### src/rtl/ecc_rq_pkg.sv
`timescale 1ns/1ps
// Shared constants and types for the ECC address region qualifier.
// Assumes a two-bit register select and a 32-bit register word.
package ecc_rq_pkg;
    localparam int CTRL_EN_BIT   = 31;
    localparam int CTRL_MODE_BIT = 30;
    localparam int MAX_RANGES    = 2;

    // Decoded control fields held by the register block.
    typedef struct packed {
        logic                  en;
        logic                  mode;
        logic [MAX_RANGES-1:0] rng_en;
    } ctrl_t;
endpackage

### src/rtl/ecc_rq_regs.sv
`timescale 1ns/1ps
// Configuration registers: one control word and NUM_RANGES window words.
// Writes are taken on the rising edge when reg_we is 1 and cfg_lock is 0.
// Reads are combinational. Assumes NUM_RANGES <= MAX_RANGES.
module ecc_rq_regs
    import ecc_rq_pkg::*;
#(
    parameter int DATA_W     = 32,
    parameter int NUM_RANGES = 2,
    parameter int SEL_W      = 2
) (
    input  logic                                   clk,
    input  logic                                   rst_n,
    input  logic                                   cfg_lock,
    input  logic                                   reg_we,
    input  logic [SEL_W-1:0]                       reg_sel,
    input  logic [DATA_W-1:0]                      reg_wdata,
    output logic [DATA_W-1:0]                      reg_rdata,
    output ctrl_t                                  ctrl_o,
    output logic [NUM_RANGES-1:0][DATA_W/2-1:0]    lo_o,
    output logic [NUM_RANGES-1:0][DATA_W/2-1:0]    hi_o
);
    localparam int HALF_W = DATA_W / 2;

    ctrl_t                                ctrl_q;
    logic [NUM_RANGES-1:0][HALF_W-1:0]    lo_q;
    logic [NUM_RANGES-1:0][HALF_W-1:0]    hi_q;
    logic                                 wr_ok;

    // Purpose: a write is accepted only while the lock is released.
    assign wr_ok = reg_we & ~cfg_lock;

    // Purpose: capture the control fields from a select-0 write.
    always_ff @(posedge clk) begin
        if (!rst_n) begin
            ctrl_q <= '0;
        end else if (wr_ok && reg_sel == SEL_W'(0)) begin
            ctrl_q.en     <= reg_wdata[CTRL_EN_BIT];
            ctrl_q.mode   <= reg_wdata[CTRL_MODE_BIT];
            ctrl_q.rng_en <= '0;
            ctrl_q.rng_en[NUM_RANGES-1:0] <= reg_wdata[NUM_RANGES-1:0];
        end
    end

    for (genvar g = 0; g < NUM_RANGES; g++) begin : g_win
        // Purpose: capture window g bounds from a select g+1 write.
        always_ff @(posedge clk) begin
            if (!rst_n) begin
                lo_q[g] <= '0;
                hi_q[g] <= '0;
            end else if (wr_ok && reg_sel == SEL_W'(g + 1)) begin
                hi_q[g] <= reg_wdata[DATA_W-1:HALF_W];
                lo_q[g] <= reg_wdata[HALF_W-1:0];
            end
        end

        // a locked edge leaves the window bounds as they were
        a_r7_lock_window: assert property (@(posedge clk) disable iff (!rst_n)
            cfg_lock |=> ($stable(lo_q[g]) && $stable(hi_q[g])));
    end

    // Purpose: return the addressed register, zero for unused selects.
    always_comb begin
        reg_rdata = '0;
        if (reg_sel == SEL_W'(0)) begin
            reg_rdata[CTRL_EN_BIT]      = ctrl_q.en;
            reg_rdata[CTRL_MODE_BIT]    = ctrl_q.mode;
            reg_rdata[NUM_RANGES-1:0]   = ctrl_q.rng_en[NUM_RANGES-1:0];
        end
        for (int k = 0; k < NUM_RANGES; k++) begin
            if (reg_sel == SEL_W'(k + 1)) begin
                reg_rdata = {hi_q[k], lo_q[k]};
            end
        end
    end

    assign ctrl_o = ctrl_q;
    assign lo_o   = lo_q;
    assign hi_o   = hi_q;

    // a locked edge leaves the control fields as they were
    a_r7_lock_ctrl: assert property (@(posedge clk) disable iff (!rst_n)
        cfg_lock |=> $stable(ctrl_q));

    // reserved control bits always read back as zero
    a_r8_rsvd_zero: assert property (@(posedge clk) disable iff (!rst_n)
        (reg_sel == SEL_W'(0)) |-> (reg_rdata[CTRL_MODE_BIT-1:NUM_RANGES] == '0));
endmodule

### src/rtl/ecc_rq_window.sv
`timescale 1ns/1ps
// One address window comparator. The lower bound is padded with zeros and
// the upper bound with ones, giving an inclusive 64 KiB-granular window.
// An inverted window (lower above upper) matches nothing by construction.
module ecc_rq_window #(
    parameter int ADDR_W = 32
) (
    input  logic [ADDR_W-1:0]   addr,
    input  logic [ADDR_W/2-1:0] lo,
    input  logic [ADDR_W/2-1:0] hi,
    output logic                hit
);
    localparam int HALF_W = ADDR_W / 2;

    logic [ADDR_W-1:0] lo_full;
    logic [ADDR_W-1:0] hi_full;

    // Purpose: widen the bounds to full addresses.
    assign lo_full = {lo, {HALF_W{1'b0}}};
    assign hi_full = {hi, {HALF_W{1'b1}}};

    // Purpose: inclusive compare against both ends.
    assign hit = (addr >= lo_full) && (addr <= hi_full);
endmodule

### src/rtl/ecc_rq_decide.sv
`timescale 1ns/1ps
// Combines the control fields with the window hits into the protect flag.
// Assumes hits arrive combinationally from the window comparators.
module ecc_rq_decide
    import ecc_rq_pkg::*;
#(
    parameter int NUM_RANGES = 2
) (
    input  logic                  clk,
    input  logic                  rst_n,
    input  ctrl_t                 ctrl,
    input  logic [NUM_RANGES-1:0] hits,
    output logic                  protect
);
    logic any_hit;

    // Purpose: a window counts only when its enable bit is set.
    assign any_hit = |(hits & ctrl.rng_en[NUM_RANGES-1:0]);

    // Purpose: global enable gates all; mode picks windowed or everywhere.
    assign protect = ctrl.en & (ctrl.mode ? any_hit : 1'b1);

    // nothing is protected while the global enable is clear
    a_r2_global_off: assert property (@(posedge clk) disable iff (!rst_n)
        !ctrl.en |-> !protect);

    // enable without region mode protects every address
    a_r3_all_protected: assert property (@(posedge clk) disable iff (!rst_n)
        (ctrl.en && !ctrl.mode) |-> protect);

    // disabled windows never contribute in region mode
    a_r6_disabled_window: assert property (@(posedge clk) disable iff (!rst_n)
        (ctrl.en && ctrl.mode && ctrl.rng_en[NUM_RANGES-1:0] == '0) |-> !protect);

    // in region mode a protected access lies in some comparator window
    a_r4_needs_hit: assert property (@(posedge clk) disable iff (!rst_n)
        (ctrl.mode && protect) |-> (hits != '0));
endmodule

### src/rtl/ecc_region_qual.sv
`timescale 1ns/1ps
// Top of the ECC address region qualifier: register block, one comparator
// per window and the decision stage. protect is combinational from
// acc_addr and the stored configuration.
module ecc_region_qual
    import ecc_rq_pkg::*;
#(
    parameter int ADDR_W     = 32,
    parameter int NUM_RANGES = 2,
    parameter int SEL_W      = 2
) (
    input  logic              clk,
    input  logic              rst_n,
    input  logic              cfg_lock,
    input  logic              reg_we,
    input  logic [SEL_W-1:0]  reg_sel,
    input  logic [ADDR_W-1:0] reg_wdata,
    output logic [ADDR_W-1:0] reg_rdata,
    input  logic [ADDR_W-1:0] acc_addr,
    output logic              protect
);
    localparam int HALF_W = ADDR_W / 2;

    ctrl_t                              ctrl;
    logic [NUM_RANGES-1:0][HALF_W-1:0]  lo;
    logic [NUM_RANGES-1:0][HALF_W-1:0]  hi;
    logic [NUM_RANGES-1:0]              hits;

    ecc_rq_regs #(
        .DATA_W     (ADDR_W),
        .NUM_RANGES (NUM_RANGES),
        .SEL_W      (SEL_W)
    ) u_regs (
        .clk       (clk),
        .rst_n     (rst_n),
        .cfg_lock  (cfg_lock),
        .reg_we    (reg_we),
        .reg_sel   (reg_sel),
        .reg_wdata (reg_wdata),
        .reg_rdata (reg_rdata),
        .ctrl_o    (ctrl),
        .lo_o      (lo),
        .hi_o      (hi)
    );

    for (genvar g = 0; g < NUM_RANGES; g++) begin : g_cmp
        ecc_rq_window #(
            .ADDR_W (ADDR_W)
        ) u_win (
            .addr (acc_addr),
            .lo   (lo[g]),
            .hi   (hi[g]),
            .hit  (hits[g])
        );
    end

    ecc_rq_decide #(
        .NUM_RANGES (NUM_RANGES)
    ) u_decide (
        .clk     (clk),
        .rst_n   (rst_n),
        .ctrl    (ctrl),
        .hits    (hits),
        .protect (protect)
    );
endmodule

### config.mk
export PLATFORM = sky130hd
export DESIGN_NAME = ecc_region_qual
export DESIGN_NICKNAME = d
export VERILOG_FILES = /design/src/rtl/ecc_rq_pkg.sv /design/src/rtl/ecc_rq_regs.sv /design/src/rtl/ecc_rq_window.sv /design/src/rtl/ecc_rq_decide.sv /design/src/rtl/ecc_region_qual.sv
export SDC_FILE = /design/constraint.sdc
export NUM_CORES = 1
export LEC_CHECK = 0
export ABC_AREA = 1
export ABC_CLOCK_PERIOD_IN_PS = 1700
export BUFFER_PORTS_ARGS = -buffer_cell sky130_fd_sc_hd__buf_4
export CAP_MARGIN = 20
export CORE_MARGIN = 1.5
export CORE_UTILIZATION = 50
export CTS_CLUSTER_DIAMETER = 80
export CTS_CLUSTER_SIZE = 28
export DETAILED_ROUTE_END_ITERATION = 10
export PLACE_DENSITY_LB_ADDON = 0.3
export SETUP_SLACK_MARGIN = 0.02
export SLEW_MARGIN = 20
export SYNTH_ARGS = -nofsm -noshare
export SYNTH_HDL_FRONTEND = slang
export SYNTH_SLANG_ARGS = --single-unit
export TNS_END_PERCENT = 100
### constraint.sdc
create_clock -name clk -period 1.7 [get_ports clk]
set_clock_uncertainty 0.15 [all_clocks]
set_input_delay 0.085 -clock clk [delete_from_list [all_inputs] [get_ports clk]]
set_output_delay 0.085 -clock clk [all_outputs]
set_load 0.01 [all_outputs]
== After elaboration in Yosys (flattened, before gate mapping) ==
Index checks and enable logic that the tools add are counted.

* Bits in registers: 68
* Input port bits: 70
* Output and inout bits: 33

* Order comparisons: 4
* Equal/unequal tests: 2
* Multiplexer cells: 5
* Bitwise logic cells: 4
* Reduce and logical (&&, ||, !) cells: 7

{| class="wikitable"
|+ Operator list
! operator !! count
|-
| $ge A32 B32 Y1 || 2
|-
| $le A32 B32 Y1 || 2
|-
| $mux W32 || 2
|-
| $logic_and A1 B1 Y1 || 5
|-
| $mux W2 || 2
|-
| $and A1 B1 Y1 || 2
|-
| $and A2 B2 Y2 || 1
|-
| $eq A2 B1 Y1 const B || 1
|-
| $eq A2 B2 Y1 const B || 1
|-
| $logic_not A2 Y1 || 1
|-
| $reduce_or A2 Y1 || 1
|-
| $mux W1 || 1
|-
| $not A1 Y1 || 1
|}

== Longest topological paths before layout ==
Gate-level depths: netlist of run 1.

* Word-level depth: 6
* Depth in mapped cells: 15

== Cells and area by module ==
A second synthesis of run 1 with hierarchy kept.

* Cell total of the unflattened synthesis: 867
* Area, all modules: 5187.5 µm²

{| class="wikitable"
|+ By module, submodules not included
! module !! times used !! cells each !! area each (µm²)
|-
| ecc_rq_regs || 1 || 520 || 3199.3
|-
| ecc_rq_window at g_cmp[0].u_win || 1 || 171 || 987.2
|-
| ecc_rq_window at g_cmp[1].u_win || 1 || 171 || 980.9
|-
| ecc_rq_decide || 1 || 5 || 20.0
|}

== Least setup slack after synthesis of run 1 ==
No wires, ideal clock.

* Path type: register to output
* From: register u_regs.lo_q, in the netlist u_regs.lo_o[31]
* To: output port protect
* Data arrival time: 1.360 ns
* Required time: 1.465 ns
* Setup slack: 0.105 ns
* Stages on the path, launching flop included: 15
* Buffers on the path: 0
* Path through: dfxtp_1 inv_1 ha_1 nand2_1 inv_1 nand2_1 nor2_1 nand2_1 nor2_1 nor2_1 nand2_1 nand3_1 nand3_1 nand2_1 inv_1

* Cells in the longest elaborated chain, start to end: 6

{| class="wikitable"
|+ RTL lines
! element !! RTL line !! RTL
|-
| from (decl) || ecc_rq_regs.sv:26 || <nowiki>logic [NUM_RANGES-1:0][HALF_W-1:0] lo_q;</nowiki>
|-
| from (signal, indexed assignment) || ecc_rq_regs.sv:53 || <nowiki>lo_q[g] <= reg_wdata[HALF_W-1:0];</nowiki>
|-
| $ge A32 B32 Y1 || ecc_rq_window.sv:23 || <nowiki>assign hit = (addr >= lo_full) && (addr <= hi_full);</nowiki>
|-
| $logic_and A1 B1 Y1 || ecc_rq_window.sv:23 ||
|-
| $and A2 B2 Y2 || ecc_rq_decide.sv:18 || <nowiki>assign any_hit = |(hits & ctrl.rng_en[NUM_RANGES-1:0]);</nowiki>
|-
| $reduce_or A2 Y1 || ecc_rq_decide.sv:18 ||
|-
| $mux W1 || ecc_rq_decide.sv:21 || <nowiki>assign protect = ctrl.en & (ctrl.mode ? any_hit : 1'b1);</nowiki>
|-
| $and A1 B1 Y1 || ecc_rq_decide.sv:21 ||
|-
| to (decl) || ecc_region_qual.sv:20 || <nowiki>output logic protect</nowiki>
|}

Every way passes these cells.

== Worst setup path in the final report of run 1 ==
* From: register u_regs.hi_q, in the netlist u_regs.hi_o[23]
* To: output port protect

* Cells in the longest elaborated chain, start to end: 6

{| class="wikitable"
|+ RTL lines
! element !! RTL line !! RTL
|-
| from (decl) || ecc_rq_regs.sv:27 || <nowiki>logic [NUM_RANGES-1:0][HALF_W-1:0] hi_q;</nowiki>
|-
| from (signal, indexed assignment) || ecc_rq_regs.sv:52 || <nowiki>hi_q[g] <= reg_wdata[DATA_W-1:HALF_W];</nowiki>
|-
| $le A32 B32 Y1 || ecc_rq_window.sv:23 ||
|-
| $logic_and A1 B1 Y1 || ecc_rq_window.sv:23 ||
|-
| $and A2 B2 Y2 || ecc_rq_decide.sv:18 ||
|-
| $reduce_or A2 Y1 || ecc_rq_decide.sv:18 ||
|-
| $mux W1 || ecc_rq_decide.sv:21 ||
|-
| $and A1 B1 Y1 || ecc_rq_decide.sv:21 ||
|}

Every way passes these cells.

==> results.cfg, run 1 <==
[floorplan]
initial_core_util_pct = 52.28
rows = 33
die_x_um = 96.39
die-area_mm2 = 0.009290
num_io_pins = 103
core_mm2 = 0.008341
die_height_um = 96.39

[timing]
setup-violations-final = 1
worstMarginPinSlew_ps = 621.0
tns_ps = -631.5
worst_slack_ps = -631.5
finalCriticalPeriod_ps = 2331
rsz0062_at_grt = true
slew_headroom_pct = 58.60
hold_viol = 0
fin_crit_sh_pct = 137.1
max_freq_mhz = 428.9
slew_viol_final = 0

[synth]
synth_area_mm2 = 0.004360
syn_inst = 616
ys_warn_count = 0
synthesis.nets = 750
synth_top_area_cell = dfxtp_1
syn_avg_cell_area_um2 = 7.079
seq_area_frac_synth_pct = 31.22
synth_seq_cells = 68
yosys-top-cells-area = dfxtp_1, ha_1, a21oi_1
synth.top_cell.area_share_pct = 31.22
ys_types = 20

[route]
via_count = 5054
route.detailed.wl_per_inst_um = 16.13
dr.pass1.iters = 5
ant_nets = 0
routed_via_density = 5.542
wl_um = 14710
drcViolationCount = 0
drtIter0Drc = 305

[grt]
track_usage_pct = 32.18
grt_pass1_vias = 4992
antenna_found_initial = 0
grt_max_degree = 69
grt_pass1_wl_um = 22830
grt-ovfl-total = 0

[min_path]
whs_path_depth = 5
hold_path.class = primary input to register

[power_and_ir_drop]
power.density_mw_per_mm2 = 632.1
ir_drop_v = 0.0004495
p_leak_nw = 2.888

[clock_network]
cts_tree = yes
htree_levels = 3
clock_sinks = 68
cts_root_buf = clkbuf_8
clockBufferDepth = 2
path_clk_slew_ps = 70
numCtsBuffers = 9
insertion_delay_ps = 350

[job]
maxCapViolCount = 0

[setup_path]
path_buf_inv = 3
critPathArrivalTime_ps = 2100
crit_type = register to output port
worstPathMaxFanout = 2
crit_path_start_kind = register
worstPathRequired_ps = 1460
end_kind = output port
worstPathCellList = inv_1, ha_4, nand2_2, nor2_2, nand4_1, nor2_1, nand2_1, nand2_1, nand3_2, nand3_2, nand2_2, inv_2, buf_6
critPathSlowestCell = dfxtp_1
reg2regPathDepth = 4
cp_slowest_stage_delay_ps = 320
cp.depth = 13
critPathTopFamily = simple AND/OR/NAND/NOR gates

[placed_design]
dpl.hpwl_um = 9548
gp_congestion = 0.9593
place_area_mm2 = 0.005655
port_buffers = 102

[layout]
fin_area_mm2 = 0.006541
area_growth_pct = 50.01
n_antenna_cell = 0
nNetsFinal = 936
drive_gt1_share_pct = 31.35

[status]
status = complete, but fails checks
violations = setup timing
[worst paths after layout]
path | startpoint | to | slack (ps)
setup / recovery | u_regs.hi_o[23] | protect | -630
hold / removal | cfg_lock | u_regs.ctrl_o[2] | 20
setup reg to reg | u_regs.lo_o[15] | u_regs.lo_o[15] | 740
hold reg to reg | u_regs.hi_o[28] | u_regs.hi_o[28] | 380
[cell usage in the layout, fill, tap and decap left out, types with 4 or more instances in the layout]
cell	synthesis	layout
dlygate4sd3_1	0	32
a21oi_2	0	4
nor2_2	3	10
o21ai_0	15	14
inv_2	4	17
o21ai_1	56	57
nand4_1	10	10
ha_1	64	43
inv_1	95	82
nand3_1	8	5
a21oi_1	85	81
nand2_2	0	6
nand2_1	96	90
dfxtp_2	0	9
ha_4	0	21
clkbuf_8	0	10
buf_4	6	163
buf_12	0	4
dfxtp_1	68	59
nor2_1	48	41
o22ai_1	28	28
[worst min-delay path, stage by stage]
cell     delay (ps)
buf_4            80
nor2_1           40
nand2_1         120
o21ai_0          90
nor2_1           70
[where the power goes]
part           switching, W  internal [W]
combinational      0.000541      0.000506
clock              0.000696      0.000721
sequential        0.0000212       0.00165
[kinds of logic after synthesis]
family | after synthesis | share of synthesized area, %
buf+inv | 124 | 11.39
compound gates | 193 | 23.56
flops | 68 | 31.22
simple gates | 167 | 15.47
fa+ha+maj | 64 | 18.36
[routing by layer]
| metal | vias up | global-route usage (%) | share of wire [%] |
|---|---|---|---|
| met1 | 2337 | 39.63 | 41 |
| met3 | 42 | 5.556 | 7.4 |
| met5 | - | 0 | 0 |
| met2 | 229 | 55.46 | 49 |
| met4 | 0 | 13.16 | 2.7 |
| li1 | 2446 | - | - |
[cells in the mapped netlist, drive strengths merged]
| library cell | number |
|---|---|
| nand3 | 8 |
| and2 | 2 |
| a21oi | 85 |
| inv | 99 |
| a21o | 3 |
| clkbuf | 12 |
| buf | 13 |
| o21ai | 71 |
| nor2 | 51 |
| o22ai | 28 |
| nand4 | 10 |
| dfxtp | 68 |
| o21a | 3 |
| o221ai | 3 |
| ha | 64 |
| nand2 | 96 |
[per-stage QoR]
step / instances / utilization, % / setup WS (ps) / hold WS, ps / power (W)
3_5_place_dp: 861 / 67.81 / -180.1 / 186.7 / 0.002551
4_1_cts: 910 / 77.45 / -490.5 / 7.978 / 0.004071
2_1_floorplan: 616 / - / 105.4 / 69.91 / 0.002156
6_report: 912 / 78.43 / -631.5 / 18.95 / 0.004135
3_3_place_gp: 861 / 67.81 / -177.3 / 187.2 / 0.002517
5_1_grt: 912 / 78.43 / -767.0 / 72.15 / 0.004308
[state kept, by name, indices dropped and copies added (netlist names)]
register and cells:
u_regs.ctrl_o 4, u_regs.hi_o 32, u_regs.lo_o 32
[timing repair]
item,4_1_cts,5_1_grt
hold endpoints to repair,68,0
gates resized for setup,49,16
pin swaps,22,16
endpoints found under the setup margin,1,1
hold buffers,32,0
buffers inserted,1,2
[layout make-up]
class	instances	area, µm²
fillers	539	1799
flip-flops and latches	68	1373
inverters	99	371.6
multi-input cells	424	2828
well taps	105	131.4
clock buffers	11	141.4
clock inverters	5	61.31
repair buffers	200	1635
Power figures use the tool's default switching activity.
==> run 2, diff against run 1 <==
--- a/config.mk
+++ b/config.mk
@@ -9,8 +9,10 @@
 export ABC_CLOCK_PERIOD_IN_PS = 1700
 export BUFFER_PORTS_ARGS = -buffer_cell sky130_fd_sc_hd__buf_4
 export CAP_MARGIN = 20
+export CELL_PAD_IN_SITES_DETAIL_PLACEMENT = 1
+export CELL_PAD_IN_SITES_GLOBAL_PLACEMENT = 1
 export CORE_MARGIN = 1.5
-export CORE_UTILIZATION = 50
+export CORE_UTILIZATION = 38
 export CTS_CLUSTER_DIAMETER = 80
 export CTS_CLUSTER_SIZE = 28
 export DETAILED_ROUTE_END_ITERATION = 10
==> run 2 against run 1 <==
  * Clock-buffer cell count grew 4
  * First-iteration DRC count grew 44%
  * Largest power group is now clock
  * Largest cell class unchanged
  * Die area grew 31%
  * Global-route usage grew 3.6 points
  * The flow still finishes with violations (setup timing)
  * Utilization shrank 16 points
  * Total power grew 18%
  * Final area grew 5.5%
==> results.cfg, run 2 (synthesis gave the netlist of run 1 again) <==
[floorplan]
initial_core_util_pct = 39.53
rows = 38
die_height_um = 110.1
die-area_mm2 = 0.01213
core_mm2 = 0.01103
die_x_um = 110.1
num_io_pins = 103

[route]
via_count = 5772
wl_um = 23770
drcViolationCount = 0
drtIter0Drc = 438
routed_via_density = 6.057
route.detailed.wl_per_inst_um = 24.94
ant_nets = 0
dr.pass1.iters = 5

[placed_design]
gp_congestion = 0.8185
port_buffers = 102
place_area_mm2 = 0.005707
dp.cells = 902
dpl.hpwl_um = 11370
dp_slack_ps = -270.3

[setup_path]
critPathLaunch = u_regs.lo_o[9]
crit_type = register to output port
rr_endpoint = u_regs.lo_o[9]
worstPathRequired_ps = 1460
reg2reg_slack_ps = 630
endpoint = protect
crit_path_start_kind = register
rr_startpoint = u_regs.lo_o[9]
reg2regPathDepth = 3
end_kind = output port
critPathArrivalTime_ps = 2240
worstPathMaxFanout = 2

[layout]
most-common-layout-cells = buf_4, a21oi_1, nand2_1
nNetsFinal = 942
multi_input_area_mm2 = 0.003050
fin_area_mm2 = 0.006903
layout.cells.non_filler = 953
drive_gt1_share_pct = 37.76
final_common_cell = buf_4
register_area_mm2 = 0.001378
nFillCells = 1328
n_antenna_cell = 0
area_growth_pct = 58.31

[clock_network]
clock_sinks = 68
insertion_delay_ps = 350
htree_levels = 3
numCtsBuffers = 9
cts_root_buf = clkbuf_16
clockBufferDepth = 2
path_clk_slew_ps = 60
cts_tree = yes

[job]
maxCapViolCount = 0

[timing]
hold_viol = 0
slew_headroom_pct = 51.83
finalCriticalPeriod_ps = 2478
slew_viol_final = 0
rsz0062_at_grt = true
max_freq_mhz = 403.5
worstMarginPinSlew_ps = 722.5
fin_crit_sh_pct = 145.8
worst_slack_ps = -778.2
setup-violations-final = 1

[grt]
track_usage_pct = 35.77
grt_pass1_wl_um = 32380
antenna_found_initial = 0
grt_pass1_vias = 6254
grt_max_degree = 69
grt-ovfl-total = 0

[power_and_ir_drop]
power.density_mw_per_mm2 = 707.1
p_leak_nw = 2.969
ir_drop_v = 0.0003968

[status]
status = complete, but fails checks
violations = setup timing

[min_path]
hold_path.class = primary input to register
-- run 2: changes by cell type in the layout (fill, tap and decap cells not counted), sizes merged --
cell      change
buf           +6
clkbuf        +4
clkinvlp      -3
bufinv        -1
-- run 2: per-stage QoR --
step	hold WS (ps)	power [W]	TNS [ps]	utilization, %
CTS	32.08	0.004570	-490.8	60.78
floorplan	69.91	0.002156	0	-
global placement	186.4	0.002537	-182.0	51.74
finish	78.09	0.004881	-778.2	62.58
global route	108.3	0.005024	-807.3	62.58
detailed placement	204.3	0.002592	-270.3	51.74
-- run 2: worst min-delay path by stage --
stage | from | endpoint | cells after the start | slack, ps
global placement | reg_wdata[0] | u_regs.lo_o[0] | 3 | 190
detailed placement | reg_wdata[0] | u_regs.lo_o[0] | 3 | 200
CTS | cfg_lock | u_regs.ctrl_o[0] | 5 | 30
finish | reg_sel[0] | u_regs.lo_o[16] | 6 | 80
floorplan | reg_wdata[0] | u_regs.lo_o[0] | 2 | 70
global route | reg_sel[0] | u_regs.lo_o[16] | 6 | 110
-- run 2: report_power, final --
group | internal, W | switching, W
Sequential | 0.00165 | 0.0000314
Combinational | 0.000584 | 0.000727
Clock | 0.00111 | 0.000776
-- run 2: critical path: stages, from the launching register on --
cell and delay (ps):
dfxtp_2 370, inv_2 80, ha_4 220, nand2_1 100
nand2_1 100, nand3_2 90, nand2_1 80, nand2_1 100
nand2_1 80, nor2_2 160, nand2_1 110, nand3_2 90
nand3_2 80, nand2_2 70, inv_2 40, buf_6 110
-- run 2: metal layers --
| metal | part of all wire [%] | routed length (µm) | global-route usage, % |
|---|---|---|---|
| met5 | 0 | 0 | 0 |
| met4 | 8.5 | 2021 | 22.99 |
| met3 | 7.5 | 1778 | 6.643 |
| met2 | 49 | 11540 | 65.53 |
| met1 | 35 | 8429 | 37.36 |
-- run 2: area by class of cell --
type	count	share of cell area [%]
Timing Repair Buffer	206	23.80
Clock buffer	15	4.024
Sequential cell	68	19.96
Clock inverter	1	0.07250
Inverter	99	5.420
Multi-Input combinational cell	424	44.19
Tap cell	140	2.538
-- run 2: repair_timing --
item | 4_1_cts | 5_1_grt
gates resized for setup | 73 | 48
pin swaps | 25 | 19
setup buffers | 0 | 3
endpoints found under the hold margin | 68 | 0
hold buffers | 32 | 0
setup endpoints to repair | 1 | 1
